`src/rtl/sysctl_pkg.sv`:
```
package sysctl_pkg;

    localparam int DW     = 32;
    localparam int NCORE  = 2;
    localparam int AW     = 12;
    localparam int WORD_W = AW - 2;

    typedef enum logic [4:0] {
        ID_NONE, ID_DBG_STAT, ID_DBG_SET, ID_DBG_CLR, ID_SECCTL,
        ID_MCLKDIV, ID_SCLKDIV, ID_CLKFORCE, ID_RSTSYN, ID_RSTMASK,
        ID_SWRST, ID_RETAIN, ID_BOOT0, ID_BOOT1, ID_CPUWAIT,
        ID_NMIEN, ID_WAKECTL, ID_EXTWAKE, ID_PDSYS, ID_PDM0,
        ID_PDM1, ID_PDM2, ID_PDM3, ID_IDAREA
    } reg_id_e;

    localparam int NUM_IDS = 24;

    typedef struct packed {
        reg_id_e id;
        logic    rd_ok;
        logic    wr_ok;
        logic    rd_zero;
    } dec_t;

    typedef struct packed {
        logic              valid;
        logic              write;
        logic [1:0]        size;
        logic [WORD_W-1:0] word;
        logic [DW-1:0]     wdata;
    } req_t;

    localparam logic [DW-1:0]     SWRST_MASK = 32'h0000_0200;
    localparam logic [WORD_W-1:0] ID_BASE    = 10'h3F4;

    function automatic logic [DW-1:0] lane_mask(input logic [1:0] size);
        case (size)
            2'd0:    return 32'h0000_00FF;
            2'd1:    return 32'h0000_FFFF;
            default: return 32'hFFFF_FFFF;
        endcase
    endfunction

    function automatic logic [DW-1:0] id_word(input logic [3:0] idx);
        case (idx)
            4'd0:  return 32'h04;
            4'd4:  return 32'h54;
            4'd5:  return 32'hB8;
            4'd6:  return 32'h0B;
            4'd8:  return 32'h0D;
            4'd9:  return 32'hF0;
            4'd10: return 32'h05;
            4'd11: return 32'hB1;
            default: return 32'h00;
        endcase
    endfunction

    function automatic dec_t mk(input reg_id_e id, input logic r,
                                input logic w, input logic z);
        dec_t d;
        d.id = id; d.rd_ok = r; d.wr_ok = w; d.rd_zero = z;
        return d;
    endfunction

    function automatic dec_t decode_word(input logic [WORD_W-1:0] w,
                                         input logic ext);
        dec_t none;
        none = mk(ID_NONE, 1'b0, 1'b0, 1'b0);
        if (w >= ID_BASE) return mk(ID_IDAREA, 1'b1, 1'b0, 1'b0);
        case (w)
            10'h000: return mk(ID_DBG_STAT, 1'b1, 1'b0, 1'b0);
            10'h001: return mk(ID_DBG_SET,  1'b0, 1'b1, 1'b0);
            10'h002: return mk(ID_DBG_CLR,  1'b0, 1'b1, 1'b0);
            10'h003: return ext ? mk(ID_SECCTL,   1'b1, 1'b1, 1'b0) : none;
            10'h004: return ext ? mk(ID_MCLKDIV,  1'b1, 1'b1, 1'b0) : none;
            10'h005: return ext ? mk(ID_SCLKDIV,  1'b1, 1'b1, 1'b0) : none;
            10'h006: return ext ? mk(ID_CLKFORCE, 1'b1, 1'b1, 1'b0) : none;
            10'h040: return mk(ID_RSTSYN,  1'b1, 1'b1, 1'b0);
            10'h041: return mk(ID_RSTMASK, 1'b1, 1'b1, 1'b0);
            10'h042: return mk(ID_SWRST,   1'b0, 1'b1, 1'b0);
            10'h043: return mk(ID_RETAIN,  1'b1, 1'b1, 1'b0);
            10'h044: return mk(ID_BOOT0,   1'b1, 1'b1, 1'b0);
            10'h045: return ext ? mk(ID_BOOT1, 1'b1, 1'b1, 1'b0) : none;
            10'h046: return mk(ID_CPUWAIT, 1'b1, 1'b1, 1'b0);
            10'h047: return mk(ID_NMIEN,   1'b1, ext, !ext);
            10'h048: return mk(ID_WAKECTL, 1'b1, 1'b1, 1'b0);
            10'h049: return ext ? mk(ID_EXTWAKE, 1'b1, 1'b1, 1'b0) : none;
            10'h080: return ext ? mk(ID_PDSYS, 1'b1, 1'b1, 1'b0) : none;
            10'h083: return ext ? mk(ID_PDM0,  1'b1, 1'b1, 1'b0) : none;
            10'h084: return ext ? mk(ID_PDM1,  1'b1, 1'b1, 1'b0) : none;
            10'h085: return ext ? mk(ID_PDM2,  1'b1, 1'b1, 1'b0) : none;
            10'h086: return ext ? mk(ID_PDM3,  1'b1, 1'b1, 1'b0) : none;
            default: return none;
        endcase
    endfunction

endpackage

```
`src/rtl/sysctl_decode.sv`:
```
module sysctl_decode
    import sysctl_pkg::*;
#(
    parameter bit EXTENDED = 1'b1
) (
    input  logic [WORD_W-1:0] word,
    output dec_t              dec
);
    always_comb dec = decode_word(word, EXTENDED);
endmodule

```
`src/rtl/sysctl_regfile.sv`:
```
module sysctl_regfile
    import sysctl_pkg::*;
#(
    parameter logic [DW-1:0] BOOT0_RST = 32'h1000_0000,
    parameter logic [DW-1:0] BOOT1_RST = 32'h1000_0000,
    parameter logic [DW-1:0] WAIT_RST  = 32'h0
) (
    input  logic             clk,
    input  logic             rst,
    input  logic             por,
    input  req_t             req,
    input  dec_t             dec,
    output logic [DW-1:0]    rd_word,
    output logic             srst_pulse,
    output logic [NCORE-1:0] rel_pulse,
    output logic [DW-1:0]    boot0,
    output logic [DW-1:0]    boot1
);
    logic [DW-1:0]    store_q [NUM_IDS];
    logic [DW-1:0]    wd;
    logic             wr_en;
    logic             srst_q;
    logic [NCORE-1:0] rel_q;

    assign wd    = req.wdata & lane_mask(req.size);
    assign wr_en = req.valid & req.write & dec.wr_ok;

    function automatic logic [DW-1:0] rst_val(input int k);
        case (k)
            int'(ID_RSTSYN):  return 32'h1;
            int'(ID_PDSYS):   return 32'h7F;
            int'(ID_BOOT0):   return BOOT0_RST;
            int'(ID_BOOT1):   return BOOT1_RST;
            int'(ID_CPUWAIT): return WAIT_RST;
            default:          return '0;
        endcase
    endfunction

    always_ff @(posedge clk) begin
        srst_q <= 1'b0;
        rel_q  <= '0;
        if (por || rst) begin
            for (int k = 0; k < NUM_IDS; k++) begin
                if (por || k != int'(ID_RETAIN)) store_q[k] <= rst_val(k);
            end
        end else if (wr_en) begin
            case (dec.id)
                ID_DBG_SET: store_q[ID_DBG_STAT] <= store_q[ID_DBG_STAT] | wd;
                ID_DBG_CLR: store_q[ID_DBG_STAT] <= store_q[ID_DBG_STAT] & ~wd;
                ID_SWRST:   srst_q <= |(wd & SWRST_MASK);
                ID_CPUWAIT: begin
                    rel_q <= store_q[ID_CPUWAIT][NCORE-1:0] & ~wd[NCORE-1:0];
                    store_q[ID_CPUWAIT] <= wd;
                end
                default:    store_q[dec.id] <= wd;
            endcase
        end
    end

    assign rd_word    = store_q[dec.id];
    assign srst_pulse = srst_q;
    assign rel_pulse  = rel_q;
    assign boot0      = store_q[ID_BOOT0];
    assign boot1      = store_q[ID_BOOT1];

    generate
        for (genvar c = 0; c < NCORE; c++) begin : g_rel_chk

            release_clears_chk: assert property (@(posedge clk) disable iff (rst || por)
                rel_q[c] |-> !store_q[ID_CPUWAIT][c]);

            release_was_set_chk: assert property (@(posedge clk) disable iff (rst || por)
                rel_q[c] |-> $past(store_q[ID_CPUWAIT][c]));
        end
    endgenerate


    dbg_set_chk: assert property (@(posedge clk) disable iff (rst || por)
        (wr_en && dec.id == ID_DBG_SET) |=>
            ((store_q[ID_DBG_STAT] & $past(wd)) == $past(wd)));


    retain_hold_chk: assert property (@(posedge clk)
        (rst && !por) |=> store_q[ID_RETAIN] == $past(store_q[ID_RETAIN]));
endmodule

```
`src/rtl/sysctl_rdpath.sv`:
```
module sysctl_rdpath
    import sysctl_pkg::*;
(
    input  logic          clk,
    input  logic          rst,
    input  logic          por,
    input  req_t          req,
    input  dec_t          dec,
    input  logic [DW-1:0] rd_word,
    output logic          rsp_valid,
    output logic [DW-1:0] rsp_rdata,
    output logic          acc_err
);
    logic [DW-1:0] raw;
    logic          is_rd;
    logic          bad;
    logic [3:0]    id_idx;

    assign id_idx = req.word[3:0] - ID_BASE[3:0];
    assign is_rd  = req.valid & ~req.write;
    assign bad    = req.valid & (req.write ? ~dec.wr_ok : ~dec.rd_ok);

    always_comb begin
        if (!dec.rd_ok || dec.rd_zero) raw = '0;
        else if (dec.id == ID_IDAREA)  raw = id_word(id_idx);
        else                           raw = rd_word;
    end

    always_ff @(posedge clk) begin
        if (rst || por) begin
            rsp_valid <= 1'b0;
            rsp_rdata <= '0;
            acc_err   <= 1'b0;
        end else begin
            rsp_valid <= is_rd;
            rsp_rdata <= is_rd ? (raw & lane_mask(req.size)) : '0;
            acc_err   <= bad;
        end
    end


    err_read_zero_chk: assert property (@(posedge clk) disable iff (rst || por)
        (rsp_valid && acc_err) |-> rsp_rdata == '0);

    err_needs_req_chk: assert property (@(posedge clk) disable iff (rst || por)
        acc_err |-> $past(req.valid));
endmodule

```
`src/rtl/sysctl_regbank.sv`:
```
module sysctl_regbank
    import sysctl_pkg::*;
#(
    parameter bit            EXTENDED  = 1'b1,
    parameter logic [31:0]   BOOT0_RST = 32'h1000_0000,
    parameter logic [31:0]   BOOT1_RST = 32'h1000_0000,
    parameter logic [31:0]   WAIT_RST  = 32'h0
) (
    input  logic        clk,
    input  logic        rst,
    input  logic        por,
    input  logic        req_valid,
    input  logic        req_write,
    input  logic [1:0]  req_size,
    input  logic [11:0] req_addr,
    input  logic [31:0] req_wdata,
    output logic        rsp_valid,
    output logic [31:0] rsp_rdata,
    output logic        acc_err,
    output logic        sys_reset_req,
    output logic [1:0]  core_release,
    output logic [31:0] boot_vec0,
    output logic [31:0] boot_vec1
);
    req_t          req;
    dec_t          dec;
    logic [DW-1:0] rd_word;
    logic          unused_lsb;

    assign unused_lsb = ^req_addr[1:0];
    assign req.valid  = req_valid;
    assign req.write  = req_write;
    assign req.size   = req_size;
    assign req.word   = req_addr[AW-1:2];
    assign req.wdata  = req_wdata;

    sysctl_decode #(.EXTENDED(EXTENDED)) u_dec (
        .word(req.word), .dec(dec)
    );

    sysctl_regfile #(
        .BOOT0_RST(BOOT0_RST), .BOOT1_RST(BOOT1_RST), .WAIT_RST(WAIT_RST)
    ) u_regs (
        .clk(clk), .rst(rst), .por(por), .req(req), .dec(dec),
        .rd_word(rd_word), .srst_pulse(sys_reset_req),
        .rel_pulse(core_release), .boot0(boot_vec0), .boot1(boot_vec1)
    );

    sysctl_rdpath u_rd (
        .clk(clk), .rst(rst), .por(por), .req(req), .dec(dec),
        .rd_word(rd_word), .rsp_valid(rsp_valid), .rsp_rdata(rsp_rdata),
        .acc_err(acc_err)
    );


    sysreset_from_write_chk: assert property (@(posedge clk) disable iff (rst || por)
        sys_reset_req |-> $past(req_valid && req_write));
endmodule

```
`config.mk`:
```
export PLATFORM = sky130hd
export DESIGN_NAME = sysctl_regbank
export DESIGN_NICKNAME = d
export VERILOG_FILES = /design/src/rtl/sysctl_pkg.sv /design/src/rtl/sysctl_decode.sv /design/src/rtl/sysctl_regfile.sv /design/src/rtl/sysctl_rdpath.sv /design/src/rtl/sysctl_regbank.sv
export SDC_FILE = /design/constraint.sdc
export NUM_CORES = 2
export LEC_CHECK = 0
export ABC_AREA = 1
export BUFFER_PORTS_ARGS = -buffer_cell sky130_fd_sc_hd__buf_2
export CAP_MARGIN = 5
export CORE_AREA = 5 5 286 288
export CTS_BUF_LIST = sky130_fd_sc_hd__clkbuf_4
export CTS_CLUSTER_DIAMETER = 200
export DETAILED_ROUTE_END_ITERATION = 10
export DIE_AREA = 0 0 291 293
export PLACE_DENSITY = 0.77
export SETUP_SLACK_MARGIN = 0.2
export SYNTH_ARGS = -nofsm -noshare
export SYNTH_HDL_FRONTEND = slang
export SYNTH_SLANG_ARGS = --single-unit
```
`constraint.sdc`:
```
create_clock -name clk -period 9.4 [get_ports clk]
set_input_delay 0.94 -clock clk [delete_from_list [all_inputs] [get_ports clk]]
set_output_delay 0.94 -clock clk [all_outputs]
set_load 0.05 [all_outputs]
```
==> results.cfg <==
[clock_network]
path_clk_slew_ns = 0.06
tritoncts = done
cts_setup_buffers = 0
htreeDepth = 5
cts_buffer_depth = 4
cts.sinks = 1060
hold_buffers = 3
root_buffer = clkbuf_4
cts-resized-gates = 0
cts_made_buffers = 287
insertion_delay_ns = 1.17

[timing]
setup-tns-final_ns = 0
finalClockSkew_ns = 0.110
finalHoldViolCount = 0
fin_ws_ns = 3.51
final.period_utilization = 0.627
fin_crit_ns = 5.89
slew_violations = 0
tightest_slew_ns = 1.27
slew_headroom = 0.150
max_freq_ghz = 0.170
setup_viol = 0
rsz0062_at_grt = false

[global_routing]
grt_pass1_wl_mm = 222
grt_max_degree = 171
track_usage = 0.351
grt_overflow = 0
grt_pass1_vias = 36184
antenna_found_initial = 8

[pwr]
leakage_nw = 22.2
peakVddDrop_mv = 0.169
power_density_mw_per_mm2 = 189

[finish]
nFillCells = 6063
synthToLayoutAreaGrowth_pct = 11.1
drive_gt1_frac = 0.143
layout.nets = 5142
fin_util = 0.665
fin_cells = 6300

[place]
gp_congestion = 0.894
dp.cells = 5840
dp_hpwl_mm = 85.0
io_buffers = 149
post-place-ws_ns = 2.70

[floorplan]
placementRows = 103
dieWidth_um = 291
io_pins = 152
start_util = 0.598
coreArea_mm2 = 0.0786
die_y_um = 293
die_area_mm2 = 0.0853

[critical_path]
setup.worst_path.end_class = flop
max_stage_delay_ns = 0.93
cp_slowest_cell = buf_4
cp_max_fo = 84
critical_path_arrival_ns = 6.89
critPathRequiredTime_ns = 10.39
start_kind = input port
crit_type = in2reg
crit_path_frequent_cell = nand2_1
cp_cell_sequence = buf_2, inv_1, nand2_1, nor2_1, nand2_1, nand3_1, nor2_4, buf_4, nand3_4, buf_4, buf_4, buf_4, nor2_1, o21ai_0, nand2_1, nand2_1, nand2_1, o21ai_0, nand2_1, nor2_1
rrSetupSlack_ns = 7.22

[detailed_routing]
via_per_inst = 6.00
num_vias = 37798
wl_per_cell_um = 24.3
drtPass1Iterations = 6
ant_nets = 0
drt_iter0_drc = 5582
drc = 0
routed_wl_mm = 153

[yosys]
synthArstFlopShare = 0
synth.largest_area_cell = edfxtp_1
netlist_instances = 4764
synth_flop_cell = edfxtp_1
synth_top_cell_area_share = 0.653
post-synth-top-count-cell = nand2_1
yosys_warnings = 0
synthTopCellsByCount = nand2_1 (1340), nor2_1 (1097), edfxtp_1 (1023)
syn_area_mm2 = 0.0470
synthTopCellsByArea = edfxtp_1 (65%), nand2_1 (11%), nor2_1 (8.8%), o21ai_0 (2.7%), nand3_1 (2.5%)
synth_edf_count = 1023
ys_seq_elements = 1060
ys_seq_area_frac = 0.669
synth.distinct_cells = 42
syn_area_per_cell_um2 = 9.87

[hold_path]
hold_class = in2reg

[run]
max_cap_viol_count = 0

[run_status]
outcome = complete, no violations
critical path: cells and delay by family:
kind	cells	cell delay (ns)
buf+inv	6	2.79
simple gates	12	2.21
compound gates	2	0.70
kinds of logic after synthesis:
group,count (synthesis),synth area share
compound gates,386,0.0464
fa+ha+maj,9,0.00240
buf+inv,536,0.0465
flops,1060,0.669
other cells,1,0.0000798
simple gates,2772,0.235
metrics by stage:
| step | instance area (um2) | total power [mW] | hold slack, ns |
|---|---|---|---|
| global route | 52200 | 10.2 | 0.0595 |
| CTS | 52200 | 9.84 | 0.0433 |
| global placement | 48900 | 6.04 | 0.525 |
| detailed placement | 48900 | 6.06 | 0.537 |
| finish | 52200 | 9.86 | 0.148 |
| floorplan | 47500 | 5.85 | 0.510 |
report_power, final:
group,switching [mW],internal (mW),total [mW]
Sequential,0.0477,5.34,5.39
Clock,1.84,2.03,3.87
Combinational,0.478,0.123,0.601
Total,2.37,7.49,9.86
worst paths after layout:
kind	startpoint	endpoint	cells past startpoint
worst max-delay path	req_addr[9]	u_rd.rsp_rdata[8]	20
worst min-delay path	req_valid	u_rd.rsp_valid	3
worst max register to register	u_regs.store_q[14][8]	u_rd.rsp_rdata[8]	8
worst min register to register	u_regs.store_q[14][0]	u_regs.rel_pulse[0]	1
flip-flops by register name (all words and copies together), names as in the netlist:
name and count:
u_regs.store_q 1023, u_rd.rsp_valid 1, u_regs.rel_pulse 2, u_regs.srst_pulse 1, u_rd.rsp_rdata 32, u_rd.acc_err 1
cell type report:
| type | count | area, um2 | area share |
|---|---|---|---|
| multi-input combinational | 3295 | 14000 | 0.268 |
| tap | 1050 | 1310 | 0.0251 |
| clock inverter | 45 | 253 | 0.00484 |
| timing repair buffer | 232 | 1400 | 0.0268 |
| clock buffer | 403 | 3030 | 0.0579 |
| antenna | 9 | 22.5 | 0.000431 |
| inverter | 206 | 781 | 0.0149 |
| sequential | 1060 | 31500 | 0.602 |
placed cells by master (no fill, tap or decap), drive strengths merged, types with 70 or more instances in the layout:
master / Yosys / final
inv: 204 / 208
conb: 1 / 128
nand3: 235 / 235
nand2: 1346 / 1346
clkbuf: 163 / 403
nor2: 1107 / 1107
edfxtp: 1023 / 1023
buf: 167 / 229
o211ai: 70 / 70
o21ai: 263 / 263
layer usage:
layer | wire [um] | vias up | global-route usage
met2 | 67100 | 3251 | 0.534
met5 | 22 | - | 0
met3 | 25800 | 655 | 0.129
met1 | 51700 | 17429 | 0.450
met4 | 8690 | 4 | 0.176
li1 | - | 16459 | -
Power figures use the tool's default switching activity.
